<file path="src/rtl/hwc_pkg.sv">
package hwc_pkg;
  typedef enum logic [1:0] {
    MODE_RUN   = 2'b00,
    MODE_STOP  = 2'b01,
    MODE_IDLE1 = 2'b10,
    MODE_IDLE2 = 2'b11
  } hwc_mode_e;

  typedef enum logic [1:0] {
    ST_RUN  = 2'b00,
    ST_HALT = 2'b01,
    ST_OSC  = 2'b10
  } hwc_state_e;

  localparam int unsigned LVL_W = 3;
endpackage

</file>
<file path="src/rtl/hwc_wake_decide.sv">
module hwc_wake_decide
  import hwc_pkg::*;
(
  input  logic             irq_valid_i,
  input  logic [LVL_W-1:0] irq_level_i,
  input  logic             irq_class_i,
  input  logic [LVL_W-1:0] irq_mask_i,
  input  logic             nmi_i,
  output logic             wake_o,
  output logic             svc_o,
  output logic             keep_o
);
  logic above_mask;
  assign above_mask = irq_valid_i && (irq_level_i > irq_mask_i);

  // priority: nmi > always-wake class > level-qualified
  always_comb begin
    wake_o = 1'b0;
    svc_o  = 1'b0;
    keep_o = 1'b0;
    if (nmi_i) begin
      wake_o = 1'b1;
      svc_o  = 1'b1;
    end else if (irq_valid_i && irq_class_i) begin
      wake_o = 1'b1;
      svc_o  = above_mask;
      keep_o = !above_mask;
    end else if (above_mask) begin
      wake_o = 1'b1;
      svc_o  = 1'b1;
    end
  end
endmodule

</file>
<file path="src/rtl/hwc_osc_timer.sv">
module hwc_osc_timer #(
  parameter int unsigned CNT_W = 16
) (
  input  logic             clk_i,
  input  logic             rst_ni,
  input  logic             load_i,
  input  logic [CNT_W-1:0] load_val_i,
  input  logic             run_i,
  output logic             done_o
);
  logic [CNT_W-1:0] cnt_q;

  always_ff @(posedge clk_i or negedge rst_ni) begin
    if (!rst_ni)                      cnt_q <= '0;
    else if (load_i)                  cnt_q <= load_val_i;
    else if (run_i && cnt_q != '0)    cnt_q <= cnt_q - 1'b1;
  end

  assign done_o = run_i && (cnt_q == '0);
endmodule

</file>
<file path="src/rtl/hwc_clk_gate.sv">
module hwc_clk_gate
  import hwc_pkg::*;
#(
  parameter int unsigned N_PERIPH = 4
) (
  input  hwc_state_e           state_i,
  input  hwc_mode_e            mode_i,
  input  logic [N_PERIPH-1:0]  sel_i,
  output logic                 cpu_en_o,
  output logic [N_PERIPH-1:0]  periph_en_o
);
  logic running, idle2;
  assign running  = (state_i == ST_RUN);
  assign idle2    = (state_i == ST_HALT) && (mode_i == MODE_IDLE2);
  assign cpu_en_o = running;

  for (genvar g = 0; g < N_PERIPH; g++) begin : g_periph
    assign periph_en_o[g] = running || (idle2 && sel_i[g]);
  end
endmodule

</file>
<file path="src/rtl/halt_wake_ctrl.sv">
module halt_wake_ctrl
  import hwc_pkg::*;
#(
  parameter int unsigned N_PERIPH = 4,
  parameter int unsigned CNT_W    = 16
) (
  input  logic                clk_i,
  input  logic                rst_ni,
  input  logic                halt_i,
  input  logic [1:0]          mode_i,
  input  logic [N_PERIPH-1:0] periph_sel_i,
  input  logic [CNT_W-1:0]    stab_cnt_i,
  input  logic                irq_valid_i,
  input  logic [2:0]          irq_level_i,
  input  logic                irq_class_i,
  input  logic [2:0]          irq_mask_i,
  input  logic                nmi_i,
  output logic                cpu_clk_en_o,
  output logic [N_PERIPH-1:0] periph_clk_en_o,
  output logic                osc_wait_o,
  output logic                resume_o,
  output logic                service_irq_o,
  output logic                keep_pending_o
);
  hwc_state_e          state_q;
  hwc_mode_e           mode_q;
  logic [N_PERIPH-1:0] sel_q;
  logic                resume_q, svc_q, keep_q;
  logic                wake, wake_svc, wake_keep, osc_done;
  logic                halt_req, wake_idle, wake_stop;

  hwc_wake_decide u_decide (
    .irq_valid_i (irq_valid_i),
    .irq_level_i (irq_level_i),
    .irq_class_i (irq_class_i),
    .irq_mask_i  (irq_mask_i),
    .nmi_i       (nmi_i),
    .wake_o      (wake),
    .svc_o       (wake_svc),
    .keep_o      (wake_keep)
  );

  assign halt_req  = (state_q == ST_RUN) && halt_i && (mode_i != MODE_RUN);
  assign wake_idle = (state_q == ST_HALT) && wake && (mode_q != MODE_STOP);
  assign wake_stop = (state_q == ST_HALT) && wake && (mode_q == MODE_STOP);

  hwc_osc_timer #(.CNT_W(CNT_W)) u_timer (
    .clk_i      (clk_i),
    .rst_ni     (rst_ni),
    .load_i     (wake_stop),
    .load_val_i (stab_cnt_i),
    .run_i      (state_q == ST_OSC),
    .done_o     (osc_done)
  );

  always_ff @(posedge clk_i or negedge rst_ni) begin
    if (!rst_ni) begin
      state_q  <= ST_RUN;
      mode_q   <= MODE_RUN;
      sel_q    <= '0;
      resume_q <= 1'b0;
      svc_q    <= 1'b0;
      keep_q   <= 1'b0;
    end else begin
      resume_q <= 1'b0;
      unique case (state_q)
        ST_RUN: if (halt_req) begin
          state_q <= ST_HALT;
          mode_q  <= hwc_mode_e'(mode_i);
          sel_q   <= periph_sel_i;
        end
        ST_HALT: if (wake) begin
          svc_q  <= wake_svc;
          keep_q <= wake_keep;
          if (wake_idle) begin
            state_q  <= ST_RUN;
            resume_q <= 1'b1;
          end else begin
            state_q  <= ST_OSC;
          end
        end
        ST_OSC: if (osc_done) begin
          state_q  <= ST_RUN;
          resume_q <= 1'b1;
        end
        default: state_q <= ST_RUN;
      endcase
    end
  end

  hwc_clk_gate #(.N_PERIPH(N_PERIPH)) u_gate (
    .state_i     (state_q),
    .mode_i      (mode_q),
    .sel_i       (sel_q),
    .cpu_en_o    (cpu_clk_en_o),
    .periph_en_o (periph_clk_en_o)
  );

  assign osc_wait_o     = (state_q == ST_OSC);
  assign resume_o       = resume_q;
  assign service_irq_o  = resume_q && svc_q;
  assign keep_pending_o = resume_q && keep_q;
endmodule

</file>
<file path="config.mk">
export PLATFORM = sky130hd
export DESIGN_NAME = halt_wake_ctrl
export DESIGN_NICKNAME = d
export VERILOG_FILES = /design/src/rtl/hwc_pkg.sv /design/src/rtl/hwc_wake_decide.sv /design/src/rtl/hwc_osc_timer.sv /design/src/rtl/hwc_clk_gate.sv /design/src/rtl/halt_wake_ctrl.sv
export SDC_FILE = /design/constraint.sdc
export NUM_CORES = 1
export LEC_CHECK = 0
export BUFFER_PORTS_ARGS = -buffer_cell sky130_fd_sc_hd__buf_4
export CAP_MARGIN = 5
export CELL_PAD_IN_SITES_DETAIL_PLACEMENT = 1
export CELL_PAD_IN_SITES_GLOBAL_PLACEMENT = 1
export CORE_MARGIN = 2
export CORE_UTILIZATION = 36
export DETAILED_ROUTE_END_ITERATION = 10
export PLACE_DENSITY_LB_ADDON = 0.15
export SLEW_MARGIN = 20
export SYNTH_ARGS = -nofsm -noshare
export SYNTH_HDL_FRONTEND = slang
export SYNTH_HIERARCHICAL = 1
export SYNTH_SLANG_ARGS = --single-unit
</file>
<file path="constraint.sdc">
create_clock -name clk_i -period 2.6 [get_ports clk_i]
set_input_delay 0.13 -clock clk_i [delete_from_list [all_inputs] [get_ports clk_i]]
set_output_delay 0.13 -clock clk_i [all_outputs]
set_load 0.05 [all_outputs]
</file>
==> impl_results.md, run 1 <==
- Post-synth EDFFs: 0
- Final Hold Fails: 0
- Synth Area per Inst: around 9.5 um2
- Pwr Density: slightly below 1000 nW/um2
- Mapped Cells: approximately 180
- RSZ-0062 raised after global routing: no
- Diodes inserted: 0
- Die Wd: 73.5 um
- Most frequent cells in the layout: 47 x buf_4, 27 x dfrtp_1, 19 x nor2_1
- Setup crit start kind: flip-flop
- Final setup TNS: 0 ns
- TritonCTS clock tree: built
- Vias in the first global route: approximately 1800
- FFs w/ async S/R, synth: 1.00
- Slew margin rel.: 0.557
- Placeable Area: ~4700 um2
- Seq cells post-synth: 27
- Final WL: ~4700 um
- Rows: 25
- Die area: 5400 um2
- CP Data Arrival Time: approximately 2.6 ns
- Post-DP Area: approximately 2100 um2
- Unique masters post-synth: 45
- # IOs: 43
- Chip height: 73.5 um
- Syn nets: ~230
- Area of the mapped netlist: 1740 um2
- Post-route cell area: about 2200 um2
- DR DRC count: 0
- Max-cap violations: 0
- Worst slew pin tran: ~0.66 ns
- DR vias: 1606
- Setup violators final: 0
- Most common cell after layout, fill and taps aside: buf_4
- Final Slew Violations: 0
- Crit end category: flip-flop
- Fin cells: 285
- H-tree Lvls: 1
- Top_reg_cell synth: dfrtp_1
- Hold WC Path Type: input pin to flip-flop
- Layout cells sized above 1: 0.303
- Post-synthesis sequential area ratio: 0.388
- Initial antenna violation count: 0
- Tot GR Track Use: 0.191
- Global-route wire length before repair: 8160 um
- CP max FO: 11
- DR iter-0 viols: 36
- Worst Skew: about 0.0059 ns
- Status: complete, no violations
- Number of routed nets with antenna violations: 0
- Req. time, crit path: about 2.8 ns
- Total grt overflow: 0
- Clock buffer depth: 2
- Post-DR vias/cell: 5.64
- Worst vdd ir: a little under 0.4 mV
- Leakage Power: ~0.00093 uW
- Crit path time final: about 2.5 ns
- CTS Buf Count: 3
- Layout area overhead: 26.6%
- Post-DP HPWL: about 3700 um
- Post-DR wirelength/cell: 16.4 um
- Clock root cell: clkbuf_8
- DP Cell Count: 280
- Initial Utilization: 0.371
- Sink Count: 27
- Clock transition at path regs: approximately 0.10 ns
- Period utilisation layout: 0.943
- Max Freq: ~400 MHz
- GP Congestion: 0.759
- Pin count of the biggest net entering global routing: 28
- DR pass1 iterations: 4
- IO Port Bufs: 42
- Layout Nets: around 270
- Post-CTS setup buffer count: 0
- WS Path Type: flip-flop to flip-flop
- Worst-Skew Late Latency: around 0.28 ns
- Synth warn: 6
## metal layers
metal  vias up  wire length [um]  track usage
met3         8               101       0.0233
li1        776                 -            -
met1       797              1880        0.220
met2        25              2610        0.361
met5         -                 0            0
met4         0                85       0.0646
## final timing paths
path,startpoint,endpoint,slack [ns],cells past startpoint
hold reg to reg,svc_q$_DFFE_PN0P_,svc_q$_DFFE_PN0P_,0.52,1
min in group asynchronous,rst_ni,svc_q$_DFFE_PN0P_,0.31,2
setup reg to reg,u_timer/cnt_q[0]$_DFFE_PN0P_,u_timer/cnt_q[1]$_DFFE_PN0P_,0.15,6
max in group asynchronous,rst_ni,u_timer/cnt_q[1]$_DFFE_PN0P_,2.02,2
setup / recovery,u_timer/cnt_q[0]$_DFFE_PN0P_,u_timer/cnt_q[1]$_DFFE_PN0P_,0.15,6
hold / removal,stab_cnt_i[12],u_timer/cnt_q[12]$_DFFE_PN0P_,0.06,3
## power breakdown
group | switching (uW) | internal (uW)
clock network | 148 | 109
logic | 624 | 450
registers | 245 | 609
## cell type report
type | count | area, um2
multi-input cells | 139 | 998
clock buffers | 3 | 41.3
well taps | 54 | 67.6
inverters | 13 | 48.8
fillers | 555 | 2490
flip-flops and latches | 27 | 676
clock inverters | 1 | 7.51
repair buffers | 48 | 363
## what timing repair did
| item | 4_1_cts | 5_1_grt |
|---|---|---|
| endpoints found under the setup margin | 0 | 2 |
| hold buffers | 1 | 0 |
| hold endpoints to repair | 27 | 0 |
| resized for setup | 0 | 1 |
## synth_stat cells, types with 3 or more instances
cell	n	area [um2]
a21oi_1	5	25.0
a31oi_1	10	62.6
clkbuf_1	3	11.3
dfrtp_1	27	676
ha_1	8	100
inv_1	13	48.8
mux2_2	9	101
nand2_1	14	52.6
nand3_1	9	45.0
nand4_1	3	18.8
nor2_1	19	71.3
nor3_1	3	15.0
o21ai_0	9	45.0
o31ai_1	4	30.0
or3_1	5	31.3
or4_1	5	37.5
## logic make-up after synthesis
kind of cell | share of synthesized area
adders and majority gates | 0.0576
DFF | 0.388
xor gates and xnor gates | 0.0101
AOI/OAI and AO/OA | 0.185
buffers and inverters | 0.0410
muxes | 0.0698
and+or+nand+nor | 0.248
## critical path, cell delays in order, from the launching register on
cell,delay [ns]
dfrtp_1,0.43
inv_1,0.07
ha_1,0.21
or4b_4,0.54
o41ai_4,0.66
mux2i_1,0.15
mux2_2,0.28
## metrics by stage
stage / util / power [uW] / setup WS [ns] / hold WS [ns]
floorplan: - / 1590 / 0.0728 / -0.166
finish: 0.469 / 2190 / 0.149 / 0.0566
CTS: 0.468 / 2210 / 0.137 / 0.0539
detailed placement: 0.455 / 1940 / 0.167 / 0.0812
global placement: 0.455 / 1870 / 0.210 / 0.0651
global route: 0.469 / 2380 / 0.00940 / 0.0671
## flip-flops by register name (all words and copies together), names as in the netlist
signal and flops:
u_timer/cnt_q 16, sel_q 4, mode_q 2, state_q 2, keep_q 1, resume_o 1
svc_q 1
No activity file was read; power rests on OpenSTA's default activity.
==> run 2: changes to the inputs <==
- CTS_BUF_LIST: default -> sky130_fd_sc_hd__clkbuf_16
- GPL_TIMING_DRIVEN: default -> 0
- SKIP_CTS_REPAIR_TIMING: default -> 1
==> run 2 against run 1 <==
Sequential power hardly changed; critical path type unchanged; clock-buffer cell count is the same; sequential share of layout area fell by 0.50 points; die area unchanged; largest power group unchanged; via count is 0.31% higher; first-iteration DRC count down 25%; global-route usage is 1.2 points lower; non-clock buffer count unchanged; critical endpoint is now state_q[0]$_DFFE_PN0P_; register-to-register slack improved by 0.09 ns; critical path depth is 2 higher.
==> impl_results.md, run 2 (synthesized netlist as in run 1, its figures left out) <==
- Worst-Skew Late Latency: approximately 0.26 ns
- Layout Nets: approximately 270
- RR Startpoint: u_timer/cnt_q[0]$_DFFE_PN0P_
- CTS Buf Count: 3
- Initial antenna violation count: 0
- Placeable Area: about 4700 um2
- Crit path buf inv count: 2
- Number of routed nets with antenna violations: 0
- Crit-path cells: inv_1, ha_1, nor4b_4, nand4_1, nor2_1, inv_1, a222oi_1, mux2_2
- Clock root cell: clkbuf_16
- CP Depth: 8
- H-tree Lvls: 1
- Diodes inserted: 0
- Total grt overflow: 0
- Slowest stage cell, crit path: dfrtp_1
- WS Path Type: flip-flop to flip-flop
- Post-DP HPWL: between 3000 and 4000 um
- DP Cell Count: about 280
- Top reg by flops: u_timer/cnt_q
- Max reg flops: 16
- Chip height: about 74 um
- Pwr Density: 1030 nW/um2
- Die area: approximately 5400 um2
- Crit path time final: 2.36 ns
- Final Hold Fails: 0
- GP Congestion: 0.803
- DR pass1 iterations: 4
- Crit end category: flip-flop
- Die Wd: 73.5 um
- Clock buffer depth: 2
- CP max FO: 4
- # IOs: 43
- Final WL: 4510 um
- Most frequent cells in the layout: 43 x buf_4, 27 x dfrtp_1, 19 x nor2_1
- CP peak stage delay: roughly 0.42 ns
- Status: complete, no violations
- Layout cells sized above 1: 0.299
- Pin count of the biggest net entering global routing: 28
- Period utilisation layout: 0.909
- DR iter-0 viols: 27
- Register-to-register setup slack: approximately 0.24 ns
- Tot Pwr: between 2000 and 2500 uW
- Regs by FF count: u_timer/cnt_q (16), sel_q (4)
- Post-DR vias/cell: about 5.7
- IO Port Bufs: 42
- Worst vdd ir: 0.414 mV
- Setup crit start kind: flip-flop
- DR DRC count: 0
- R2r endpoint: state_q[0]$_DFFE_PN0P_
- Crit path max-delay family: simple AND/OR/NAND/NOR gates
- TritonCTS clock tree: built
- Fin cells: ~290
- CP Capture Point: state_q[0]$_DFFE_PN0P_
- Final core utilization: 0.477
- CP dominant cell by count: inv_1
- Leakage Power: between 0.0009 and 0.001 uW
- Tot GR Track Use: 0.180
- Initial Utilization: 0.371
- Sink Count: 27
- Max Freq: ~420 MHz
- Layout area overhead: 28.7%
- Hold WC Path Type: input pin to flip-flop
- Slew margin rel.: 0.623
- Vias in the first global route: about 1700
- Final Slew Violations: 0
- Worst Setup SP: u_timer/cnt_q[0]$_DFFE_PN0P_
- CP Data Arrival Time: ~2.5 ns
- Global-route wire length before repair: approximately 7600 um
- DR vias: 1611
- Max-cap violations: 0
- Worst Skew: about 0.0014 ns
- Rows: 25
- Worst slew pin tran: roughly 0.56 ns
- Post-DR wirelength/cell: approximately 16 um
- Req. time, crit path: roughly 2.8 ns
- Clock transition at path regs: around 0.07 ns
- R2R cell count: 8
- RSZ-0062 raised after global routing: no
- Most common cell after layout, fill and taps aside: buf_4
- Setup violators final: 0
run 2: changes by cell type in the layout (fill, tap and decap cells not counted), moves of 2 or more:
cell and change:
buf_4 -4, clkbuf_1 +2, clkbuf_16 +3, clkbuf_8 -3
run 2: how the worst min path moves through the flow:
stage	end	depth (start not counted)	from
4_1_cts	u_timer/cnt_q[2]$_DFFE_PN0P_	1	rst_ni
2_1_floorplan	keep_q$_DFFE_PN0P_	0	rst_ni
3_3_place_gp	keep_q$_DFFE_PN0P_	1	rst_ni
5_1_grt	u_timer/cnt_q[12]$_DFFE_PN0P_	3	stab_cnt_i[12]
6_report	u_timer/cnt_q[2]$_DFFE_PN0P_	3	stab_cnt_i[2]
3_5_place_dp	keep_q$_DFFE_PN0P_	1	rst_ni
run 2: per-stage QoR:
step | hold WS [ns] | setup slack, ns | TNS, ns | cell area, um2
floorplan | -0.166 | 0.0728 | 0 | 1740
global placement | 0.0661 | -0.374 | -0.744 | 2120
detailed placement | 0.0767 | -0.419 | -1.78 | 2120
CTS | -0.212 | -0.446 | -0.891 | 2200
global route | 0.0833 | 0.0309 | 0 | 2240
finish | 0.0794 | 0.236 | 0 | 2240
run 2: cell type report:
class	instances	area (um2)
Fill cell	531	2450
Multi-Input combinational cell	139	1010
Sequential cell	27	676
Timing Repair Buffer	44	333
Clock buffer	3	75.1
Tap cell	54	67.6
Inverter	13	48.8
Buffer	4	23.8
Clock inverter	1	5.00
run 2: metal layers:
metal  share of wire  track usage  vias up  routed length, um
met2            0.55        0.361       24               2480
met1            0.41        0.193      802               1860
met5               0            0        -                  0
li1                -            -      780                  -
met3           0.031       0.0329        5                139
met4          0.0062       0.0303        0                 28
run 2: worst min-delay path, delay by kind of cell:
| family | cells | cell delay, ns |
|---|---|---|
| compound gates | 1 | 0.06 |
| buf+inv | 1 | 0.08 |
| simple gates | 1 | 0.04 |
run 2: report_power, final:
group | switching, uW | total, uW | internal [uW]
registers | 243 | 853 | 610
clock network | 148 | 356 | 208
logic | 634 | 1090 | 459
total | 1030 | 2300 | 1280
==> run 3: changes to the inputs <==
- CORE_UTILIZATION: 36 -> 38
- clock period: 2.6 -> 2.92 ns (I/O delays scaled with it)
==> run 3 against run 2 <==
Critical path depth did not move; die area is 5.0% lower; final area fell by 0.67%; sequential power shrank 11%; maximum frequency fell by 6.6%; global-route usage rose by 0.39 points; clock power shrank 14%; hold slack improved by 0.020 ns; register-to-register slack better by 0.15 ns; routed wire length is 0.64% lower.
==> impl_results.md, run 3 (synthesized netlist as in run 1, its figures left out) <==
- Status: complete, no violations
- Final WL: about 4500 um
- Final Hold Fails: 0
- Power share of the clock group: 0.150
- CP Data Arrival Time: between 2 and 3 ns
- Layout Nets: approximately 270
- Clock buffer depth: 2
- Initial antenna violation count: 0
- Top reg by flops: u_timer/cnt_q
- HP Start: stab_cnt_i[2]
- Pwr Density: between 900 and 1000 nW/um2
- Layout cells sized above 1: 0.283
- Leakage Power: 0.000943 uW
- Hold Path End: u_timer/cnt_q[2]$_DFFE_PN0P_
- DR vias: 1592
- DR pass1 iterations: 5
- Crit end category: flip-flop
- GP Congestion: between 0.8 and 0.9
- WS Path Type: flip-flop to flip-flop
- R2R cell count: 8
- CTS Buf Count: 3
- Chip height: 71.7 um
- Post-DP HPWL: about 3500 um
- Req. time, crit path: around 3 ns
- Internal: approximately 1100 uW
- Worst slew pin tran: 0.625 ns
- R2r endpoint: state_q[1]$_DFFE_PN0P_
- Most frequent cells in the layout: 42 x buf_4, 27 x dfrtp_1, 19 x nor2_1
- Post-DR vias/cell: ~5.6
- Period utilisation layout: 0.867
- Register-to-register setup slack: about 0.39 ns
- CP max FO: 6
- Post-DR wirelength/cell: about 16 um
- Regs by FF count: u_timer/cnt_q (16), sel_q (4)
- Max reg flops: 16
- Switching Power: 903 uW
- Die area: about 5100 um2
- PnR worst setup slack: a little under 0.4 ns
- DR DRC count: 0
- Max-cap violations: 0
- Vias in the first global route: around 1600
- Clock root cell: clkbuf_16
- Slew margin rel.: 0.580
- Tot GR Track Use: 0.184
- Layout area overhead: 27.8%
- Sink Count: 27
- Rows: 24
- Setup crit start kind: flip-flop
- Pin count of the biggest net entering global routing: 28
- Most common cell after layout, fill and taps aside: buf_4
- Total grt overflow: 0
- Number of routed nets with antenna violations: 0
- Met3 WL: between 150 and 200 um
- Setup violators final: 0
- Final hold slack: 0.0992 ns
- RR Startpoint: u_timer/cnt_q[0]$_DFFE_PN0P_
- Worst vdd ir: 0.445 mV
- Uppermost layer routed: met4
- Worst-Skew Late Latency: 0.26 ns
- Diodes inserted: 0
- Sw frac: 0.444
- Met2 Wirelength: approximately 2400 um
- Global-route wire length before repair: around 7600 um
- DR iter-0 viols: a little over 40
- Die Wd: 71.7 um
- Final setup TNS: 0 ns
- Final Slew Violations: 0
- Worst Skew: about 0.005 ns
- Seq pwr share: 0.374
- Max Freq: slightly below 400 MHz
- Placeable Area: about 4400 um2
- H-tree Lvls: 1
- Hold WC Path Type: input pin to flip-flop
- Clock transition at path regs: 0.07 ns
- # IOs: 43
- Dpl ws: -0.188 ns
- TritonCTS clock tree: built
- M1 WL: ~1900 um
- Comb power frac: 0.476
- Crit path time final: ~2.5 ns
- RSZ-0062 raised after global routing: no
- IO Port Bufs: 42
- Cell depth of the worst hold path: 3
- Tot Pwr: about 2000 uW
- Initial Utilization: 0.397
==> run 3: cell types whose count changed in the layout (fill, tap and decap cells not counted), sizes merged <==
cell | previous run | this run
inv | 13 | 14
buf | 44 | 43
clkinv | 1 | 0
==> run 3: layout make-up <==
type / count / area (um2)
clock buffers: 3 / 75.1
repair buffers: 43 / 325
well taps: 52 / 65.1
flip-flops and latches: 27 / 676
clock inverters: 1 / 3.75
plain buffers: 4 / 22.5
fillers: 515 / 2160
multi-input cells: 139 / 1010
inverters: 13 / 48.8
==> run 3: worst max-delay path by stage <==
stage,from,depth (start not counted),end,slack (ns)
6_report,u_timer/cnt_q[0]$_DFFE_PN0P_,8,state_q[1]$_DFFE_PN0P_,0.39
5_1_grt,u_timer/cnt_q[0]$_DFFE_PN0P_,8,state_q[1]$_DFFE_PN0P_,0.07
4_1_cts,u_timer/cnt_q[0]$_DFFE_PN0P_,8,state_q[1]$_DFFE_PN0P_,-0.22
3_5_place_dp,u_timer/cnt_q[0]$_DFFE_PN0P_,8,state_q[0]$_DFFE_PN0P_,-0.19
3_3_place_gp,u_timer/cnt_q[0]$_DFFE_PN0P_,8,state_q[1]$_DFFE_PN0P_,-0.06
2_1_floorplan,u_timer/cnt_q[0]$_DFFE_PN0P_,8,state_q[0]$_DFFE_PN0P_,0.39
==> run 3: power by group through the flow <==
| stage | Combinational [uW] | Clock [uW] | Sequential, uW |
|---|---|---|---|
| finish | 969 | 305 | 762 |
| global placement | 924 | 0 | 741 |
| floorplan | 699 | 0 | 720 |
| global route | 1070 | 328 | 793 |
| detailed placement | 974 | 0 | 758 |
| CTS | 980 | 316 | 753 |
==> run 3: worst max-delay path: stages (launching register included) <==
cell and delay [ns]:
dfrtp_1 0.42, inv_1 0.07, ha_1 0.21, nor4b_4 0.37
nand4_1 0.27, nor2_1 0.21, inv_1 0.06, a222oi_1 0.42
mux2_2 0.39
==> run 3: per-layer routing <==
metal  vias up  GRT usage
met5         -          0
met2        28      0.347
met1       781      0.226
met4         0     0.0419
met3         2     0.0141
li1        781          -
==> run 3: per-stage QoR <==
step	cells	utilization	cell area (um2)
floorplan	183	-	1740
global placement	277	0.483	2120
detailed placement	277	0.483	2120
CTS	281	0.501	2200
global route	282	0.507	2220
finish	282	0.507	2220
